==> src/rtl/sts_pkg.sv <==
package sts_pkg;

  localparam logic [1:0] REG_CTRL  = 2'd0;
  localparam logic [1:0] REG_TXBUF = 2'd1;
  localparam logic [1:0] REG_STAT  = 2'd2;
  localparam logic [1:0] REG_RXBUF = 2'd3;

  localparam int ST_TE = 0;
  localparam int ST_RF = 1;
  localparam int ST_OV = 2;

  typedef struct packed {
    logic ov;
    logic rf;
    logic te;
  } flags_t;

  // directions are chosen only when leaving the fully disabled state
  function automatic logic [1:0] next_mode(input logic [1:0] old_ctrl,
                                           input logic [1:0] old_mode,
                                           input logic [1:0] new_ctrl);
    if (old_ctrl == 2'b00) return new_ctrl;
    return old_mode & new_ctrl;
  endfunction

  // one more serial bit enters at the top, LSB-first framing
  function automatic logic [7:0] shift_in8(input logic [7:0] cur, input logic bit_in);
    return {bit_in, cur[7:1]};
  endfunction

endpackage

==> src/rtl/sts_bit_timer.sv <==
module sts_bit_timer #(
  parameter int HALF_CYC = 2,
  parameter int BITS     = 8
) (
  input  logic clk,
  input  logic rst_n,
  input  logic go,
  output logic sck,
  output logic busy,
  output logic rise_tick,
  output logic bit_end,
  output logic last_bit,
  output logic frame_start
);
  localparam int CW = (HALF_CYC > 1) ? $clog2(HALF_CYC) : 1;
  localparam int BW = (BITS > 1) ? $clog2(BITS) : 1;

  logic [CW-1:0] cnt_q;
  logic [BW-1:0] bit_q;
  logic          high_q;
  logic          half_hit;

  assign half_hit    = (cnt_q == CW'(HALF_CYC - 1));
  assign rise_tick   = busy & ~high_q & half_hit;
  assign bit_end     = busy & high_q & half_hit;
  assign last_bit    = (bit_q == BW'(BITS - 1));
  assign frame_start = go & (~busy | (bit_end & last_bit));

  // low half then high half per bit, clock idles high
  always_ff @(posedge clk or negedge rst_n) begin
    if (!rst_n) begin
      busy   <= 1'b0;
      sck    <= 1'b1;
      cnt_q  <= '0;
      bit_q  <= '0;
      high_q <= 1'b0;
    end else if (frame_start) begin
      busy   <= 1'b1;
      sck    <= 1'b0;
      cnt_q  <= '0;
      bit_q  <= '0;
      high_q <= 1'b0;
    end else if (busy) begin
      if (half_hit) begin
        cnt_q <= '0;
        if (!high_q) begin
          high_q <= 1'b1;
          sck    <= 1'b1;
        end else if (last_bit) begin
          busy <= 1'b0;
        end else begin
          bit_q  <= bit_q + 1'b1;
          high_q <= 1'b0;
          sck    <= 1'b0;
        end
      end else begin
        cnt_q <= cnt_q + 1'b1;
      end
    end
  end

endmodule

==> src/rtl/sts_tx_shift.sv <==
module sts_tx_shift #(
  parameter int DATA_W = 8
) (
  input  logic              clk,
  input  logic              rst_n,
  input  logic              start,
  input  logic              tx_on,
  input  logic [DATA_W-1:0] load_data,
  input  logic              bit_end,
  input  logic              last_bit,
  output logic              txd
);
  logic [DATA_W-1:0] sreg_q;
  logic              on_q;

  // data-out moves only with the falling clock at start/shift, or to idle
  always_ff @(posedge clk or negedge rst_n) begin
    if (!rst_n) begin
      sreg_q <= '1;
      on_q   <= 1'b0;
      txd    <= 1'b1;
    end else if (start) begin
      on_q <= tx_on;
      if (tx_on) begin
        sreg_q <= load_data;
        txd    <= load_data[0];
      end else begin
        txd <= 1'b1;
      end
    end else if (bit_end) begin
      if (last_bit) begin
        txd  <= 1'b1;
        on_q <= 1'b0;
      end else begin
        sreg_q <= sreg_q >> 1;
        txd    <= on_q ? sreg_q[1] : 1'b1;
      end
    end
  end

endmodule

==> src/rtl/sts_rx_shift.sv <==
module sts_rx_shift
  import sts_pkg::*;
#(
  parameter int DATA_W = 8
) (
  input  logic              clk,
  input  logic              rst_n,
  input  logic              start,
  input  logic              rx_on,
  input  logic              sample,
  input  logic              last_bit,
  input  logic              rxd,
  output logic              done,
  output logic [DATA_W-1:0] byte_out
);
  logic [DATA_W-1:0] sreg_q;
  logic              on_q;

  assign byte_out = shift_in8(sreg_q, rxd);
  assign done     = sample & last_bit & on_q;

  // sampled on the rising serial clock
  always_ff @(posedge clk or negedge rst_n) begin
    if (!rst_n) begin
      sreg_q <= '0;
      on_q   <= 1'b0;
    end else begin
      if (start) on_q <= rx_on;
      if (sample) sreg_q <= byte_out;
    end
  end

endmodule

==> src/rtl/sts_xcvr.sv <==
module sts_xcvr
  import sts_pkg::*;
#(
  parameter int HALF_CYC = 2,
  parameter int DATA_W   = 8
) (
  input  logic              clk,
  input  logic              rst_n,
  input  logic [1:0]        bus_addr,
  input  logic              bus_wr,
  input  logic              bus_rd,
  input  logic [DATA_W-1:0] bus_wdata,
  output logic [DATA_W-1:0] bus_rdata,
  input  logic              dma_tx_we,
  input  logic [DATA_W-1:0] dma_tx_data,
  input  logic              dma_rx_re,
  output logic [DATA_W-1:0] dma_rx_data,
  output logic              tx_req,
  output logic              rx_req,
  output logic              sck,
  output logic              txd,
  input  logic              rxd
);
  localparam int PADC = DATA_W - 2;
  localparam int PADS = DATA_W - 3;

  logic [1:0]        ctrl_q, mode_q;
  logic [DATA_W-1:0] tdr_q, rx_buf;
  flags_t            fl_q, fl_d, clr_v;
  logic [2:0]        arm_q;
  logic              act_tx, act_rx, go;
  logic              eng_busy, rise_tick, bit_end, last_bit, frame_start;
  logic              tx_load, rx_done, rf_keep, rf_clr;
  logic              te_flag, rf_flag, ov_flag;
  logic              wr_ctrl, wr_tdr, stat_wr, stat_rd;
  logic [DATA_W-1:0] rx_byte;

  assign wr_ctrl = bus_wr & (bus_addr == REG_CTRL);
  assign wr_tdr  = bus_wr & (bus_addr == REG_TXBUF);
  assign stat_wr = bus_wr & (bus_addr == REG_STAT);
  assign stat_rd = bus_rd & (bus_addr == REG_STAT);

  // a direction is live only if it was chosen at session entry
  assign act_tx = ctrl_q[0] & mode_q[0];
  assign act_rx = ctrl_q[1] & mode_q[1];
  // start rules
  assign go      = ~fl_q.ov & (act_tx ? ~fl_q.te : act_rx);
  assign tx_load = frame_start & act_tx;

  assign te_flag = fl_q.te;
  assign rf_flag = fl_q.rf;
  assign ov_flag = fl_q.ov;


  assign tx_req = fl_q.te & act_tx;
  assign rx_req = fl_q.rf & act_rx;

  sts_bit_timer #(.HALF_CYC(HALF_CYC), .BITS(DATA_W)) u_timer (
    .clk(clk), .rst_n(rst_n), .go(go), .sck(sck), .busy(eng_busy),
    .rise_tick(rise_tick), .bit_end(bit_end), .last_bit(last_bit),
    .frame_start(frame_start)
  );

  sts_tx_shift #(.DATA_W(DATA_W)) u_tx (
    .clk(clk), .rst_n(rst_n), .start(frame_start), .tx_on(act_tx),
    .load_data(tdr_q), .bit_end(bit_end), .last_bit(last_bit), .txd(txd)
  );

  sts_rx_shift #(.DATA_W(DATA_W)) u_rx (
    .clk(clk), .rst_n(rst_n), .start(frame_start), .rx_on(act_rx),
    .sample(rise_tick), .last_bit(last_bit), .rxd(rxd),
    .done(rx_done), .byte_out(rx_byte)
  );

  // clear sources per flag
  always_comb begin
    clr_v.te = (stat_wr & arm_q[ST_TE] & ~bus_wdata[ST_TE]) | dma_tx_we;
    clr_v.rf = (stat_wr & arm_q[ST_RF] & ~bus_wdata[ST_RF]) | dma_rx_re;
    clr_v.ov =  stat_wr & arm_q[ST_OV] & ~bus_wdata[ST_OV];
  end
  assign rf_clr  = clr_v.rf;
  // a clear in the completion cycle is applied first
  assign rf_keep = fl_q.rf & ~clr_v.rf;

  always_comb begin
    fl_d.te = tx_load ? 1'b1 : (fl_q.te & ~clr_v.te);
    fl_d.rf = rx_done ? 1'b1 : rf_keep;
    fl_d.ov = (rx_done & rf_keep) | (fl_q.ov & ~clr_v.ov);
  end

  always_ff @(posedge clk or negedge rst_n) begin
    if (!rst_n) begin
      fl_q   <= '{ov: 1'b0, rf: 1'b0, te: 1'b1};
      arm_q  <= '0;
      ctrl_q <= '0;
      mode_q <= '0;
      tdr_q  <= '0;
      rx_buf <= '0;
    end else begin
      fl_q  <= fl_d;
      arm_q <= (arm_q | (stat_rd ? fl_q : 3'b000)) & ~clr_v & fl_d;
      if (wr_ctrl) begin
        ctrl_q <= bus_wdata[1:0];
        mode_q <= next_mode(ctrl_q, mode_q, bus_wdata[1:0]);
      end
      if (dma_tx_we)   tdr_q <= dma_tx_data;
      else if (wr_tdr) tdr_q <= bus_wdata;
      // only an accepted frame updates the buffer
      if (rx_done && !rf_keep) rx_buf <= rx_byte;
    end
  end

  assign dma_rx_data = rx_buf;

  always_comb begin
    unique case (bus_addr)
      REG_CTRL:  bus_rdata = {{PADC{1'b0}}, ctrl_q};
      REG_TXBUF: bus_rdata = tdr_q;
      REG_STAT:  bus_rdata = {{PADS{1'b0}}, fl_q};
      default:   bus_rdata = rx_buf;
    endcase
  end

endmodule

==> config.mk <==
export PLATFORM = sky130hd
export DESIGN_NAME = sts_xcvr
export DESIGN_NICKNAME = d
export VERILOG_FILES = /design/src/rtl/sts_pkg.sv /design/src/rtl/sts_bit_timer.sv /design/src/rtl/sts_tx_shift.sv /design/src/rtl/sts_rx_shift.sv /design/src/rtl/sts_xcvr.sv
export SDC_FILE = /design/constraint.sdc
export NUM_CORES = 1
export LEC_CHECK = 0
export ABC_CLOCK_PERIOD_IN_PS = 2950
export BUFFER_PORTS_ARGS = -buffer_cell sky130_fd_sc_hd__clkbuf_2
export CAP_MARGIN = 30
export CELL_PAD_IN_SITES_DETAIL_PLACEMENT = 0
export CELL_PAD_IN_SITES_GLOBAL_PLACEMENT = 2
export CORE_UTILIZATION = 39
export DETAILED_ROUTE_END_ITERATION = 16
export HOLD_SLACK_MARGIN = 0.02
export PLACE_DENSITY = 0.95
export SLEW_MARGIN = 20
export SYNTH_ARGS = -nofsm -noshare
export SYNTH_HDL_FRONTEND = slang
export SYNTH_SLANG_ARGS = --single-unit
==> constraint.sdc <==
create_clock -name clk -period 2.95 [get_ports clk]
set_input_delay 0 -clock clk [delete_from_list [all_inputs] [get_ports clk]]
set_output_delay 0 -clock clk [all_outputs]
set_load 0.005 [all_outputs]
==> results.sh <==
export IMPL_ys_ff_latch=50
export IMPL_die_h_um=83.8
export IMPL_multi_input_area_sq_um=1250
export IMPL_syn_area_sq_um=2610
export IMPL_drv_slew=0
export IMPL_grt_overflow=0
export IMPL_h_tree_depth=2
export IMPL_die_area_sq_um=7020
export IMPL_wire_per_inst_um=16.1
export IMPL_use_met1_pct=26.1
export IMPL_hold_slack_ns=0.113
export IMPL_start_util_pct=40.8
export IMPL_clock_fmax_mhz=517
export IMPL_ant_nets=0
export IMPL_root_buffer="clkbuf_8"
export IMPL_clkPwrFrac_pct=19.6
export IMPL_synth_avg_cell_area_sq_um=11.0
export IMPL_setup_ws_ns=1.02
export IMPL_dieWidth_um=83.8
export IMPL_core_area_sq_um=6390
export IMPL_vias=2025
export IMPL_drt_pass1_iterations=4
export IMPL_num_rows=29
export IMPL_finalCritPeriodShare_pct=65.6
export IMPL_hold_buffers=19
export IMPL_clkTransAtPathRegs_ns=0.09
export IMPL_synthCells=236
export IMPL_yosysUniqueCellTypes=49
export IMPL_viasPerCell=5.41
export IMPL_drc=0
export IMPL_cts_tree="built"
export IMPL_seqCellArea_sq_um=1260
export IMPL_worstPathArrival_ns=2.16
export IMPL_run_status="finished, final reports clean"
export IMPL_grtUsageMet3_pct=3.17
export IMPL_cp_max_fo=7
export IMPL_critical_path_class="reg -> reg"
export IMPL_drt_iter0_markers=110
export IMPL_place_congestion=0.767
export IMPL_peakVddDrop_mv=0.432
export IMPL_antenna_found_initial=0
export IMPL_drive_gt1_share_pct=28.3
export IMPL_yosys_warnings=0
export IMPL_dp_cells=346
export IMPL_static_leakage_power_nw=1.51
export IMPL_pre_cts_slack_ns=1.03
export IMPL_grt_first_pass_wirelength_um=10300
export IMPL_hpwl_um=4230
export IMPL_synth_net_count=263
export IMPL_maxCapViolations=0
export IMPL_tns_ns=0
export IMPL_cp_start_kind="register"
export IMPL_fillers=590
export IMPL_grt_max_degree=37
export IMPL_post_route_min_period_ns=1.93
export IMPL_swShare_pct=34.3
export IMPL_tightest_slew_ns=0.563
export IMPL_power_density_nw_per_um2=760
export IMPL_first_global_vias=2071
export IMPL_most_common_layout_cells="44 x clkbuf_2, 40 x dfrtp_1, 23 x nand2_1, 19 x dlygate4sd3_1, 15 x mux2i_1"
export IMPL_post_cts_setup_buffer_count=0
export IMPL_routed_wl_um=6000
export IMPL_p_switching_uw=834
export IMPL_setup_violations_final=0
export IMPL_synth_edf_count=0
export IMPL_required_ns=3.18
export IMPL_finalNonFillerCells=374
export IMPL_end_kind="register"
export IMPL_grt_most_used_layer="met2"
export IMPL_intPower_mw=1.60
export IMPL_min_path_type="in -> reg"
export IMPL_seq_power_share_pct=47.8
export IMPL_io_buffers=44
export IMPL_antennaDiodeCount=0
export IMPL_ys_async_sr_fraction_pct=100
export IMPL_insertion_delay_ns=0.30
export IMPL_yosysSeqAreaShare_pct=48.5
export IMPL_cts_sinks=50
export IMPL_pwr_share_comb_pct=32.7
export IMPL_io_pins=45
export IMPL_grt_total_usage_pct=18.4
export IMPL_hold_viol=0
export IMPL_areaGrowthSynthToFinish_pct=22.5
export IMPL_gr_usage_met2_pct=29.6
export IMPL_clockBufferDepth=2
export IMPL_mostFrequentLayoutCell="clkbuf_2"
export IMPL_slew_headroom_pct=62.4
export IMPL_nNetsFinal=323
export IMPL_rsz0062_at_grt="false"
export IMPL_numCtsBuffers=5
export IMPL_skew_ns=0.00271
export IMPL_ctsResizeCount=0
export IMPL_synth_top_flop_cell="dfrtp_1"
[per-stage QoR]
step	util (%)	total power [mW]	instance area [sq um]
6_report	50.0	2.43	3190
5_1_grt	50.0	2.60	3190
4_1_cts	49.6	2.44	3170
3_5_place_dp	44.9	1.94	2870
3_3_place_gp	44.9	1.91	2870
2_1_floorplan	-	1.73	2610
[Yosys cell counts, types with 2 or more instances]
cell	n	area [sq um]
ha_1	2	25.0
nand3_1	2	10.0
dfstp_2	10	263
a211o_1	2	17.5
clkbuf_1	4	15.0
mux2_1	9	101
mux4_2	2	45.0
nor2b_1	6	37.5
a22o_1	7	61.3
a211oi_1	6	45.0
nand3b_1	2	15.0
nor2_1	7	26.3
o21ai_1	13	65.1
mux2_2	9	101
inv_1	8	30.0
dfrtp_1	40	1000
mux2i_1	15	150
a31oi_1	2	12.5
nor3_1	8	40.0
nand2_1	23	86.3
o21ai_0	4	20.0
buf_2	6	30.0
nand2_2	2	12.5
a21boi_1	2	15.0
o22a_1	3	26.3
and3b_1	2	17.5
o22ai_1	7	43.8
a21oi_1	10	50.1
and3_1	3	18.8
[state kept, by name (all words and copies together) (netlist names)]
register	cells
arm_q	3
ctrl_q	2
dma_rx_data	8
mode_q	2
ov_flag	1
rf_flag	1
tdr_q	8
te_flag	1
u_rx.on_q	1
u_rx.sreg_q	7
u_timer.bit_q	3
u_timer.busy	1
u_timer.cnt_q	1
u_timer.high_q	1
u_timer.sck	1
u_tx.on_q	1
u_tx.sreg_q	7
u_tx.txd	1
[metal layers]
layer / routed length, um / vias to the layer above
met4: 48 / 0
li1: - / 985
met1: 2920 / 1003
met5: 0 / -
met2: 2860 / 32
met3: 171 / 5
[logic make-up after synthesis]
kind of cell    synth area share, %
simple gates                   13.3
compound gates                 17.2
flops                          48.5
mux                            16.1
buf+inv                        3.60
fa+ha+maj                     0.960
xor+xnor                      0.336
[critical path: stages (launching register included)]
cell and delay [ns]:
dfrtp_1 0.40, ha_1 0.16, ha_1 0.32, nand3_2 0.14, a2111o_1 0.54, o22ai_1 0.22
nor3_1 0.09
[power groups by stage]
stage	combinational [mW]	clock [mW]	sequential [mW]
after global placement	0.746	0	1.16
after global routing	0.885	0.517	1.19
after CTS	0.792	0.489	1.16
after floorplan	0.685	0	1.05
final	0.793	0.475	1.16
after detailed placement	0.765	0	1.17
[area by class of cell]
cell class | count | share of cell area (%)
multi-input cells | 166 | 39.1
inverters | 8 | 0.940
clock inverters | 3 | 1.25
repair buffers | 65 | 13.9
flip-flops and latches | 50 | 39.6
well taps | 77 | 3.02
clock buffers | 5 | 2.15
[path summary, 6_finish.rpt]
kind	start	cells after the start	endpoint	slack, ns
min	dma_tx_we	3	tdr_q[1]	0.11
min in group asynchronous	rst_n	2	u_rx.sreg_q[7]	0.22
max reg2reg	u_timer.bit_q[0]	6	u_tx.sreg_q[1]	1.02
max	u_timer.bit_q[0]	6	u_tx.sreg_q[1]	1.02
max in group asynchronous	rst_n	3	u_tx.sreg_q[1]	2.04
min reg2reg	u_rx.sreg_q[1]	1	dma_rx_data[0]	0.49
Power figures use the tool's default switching activity.
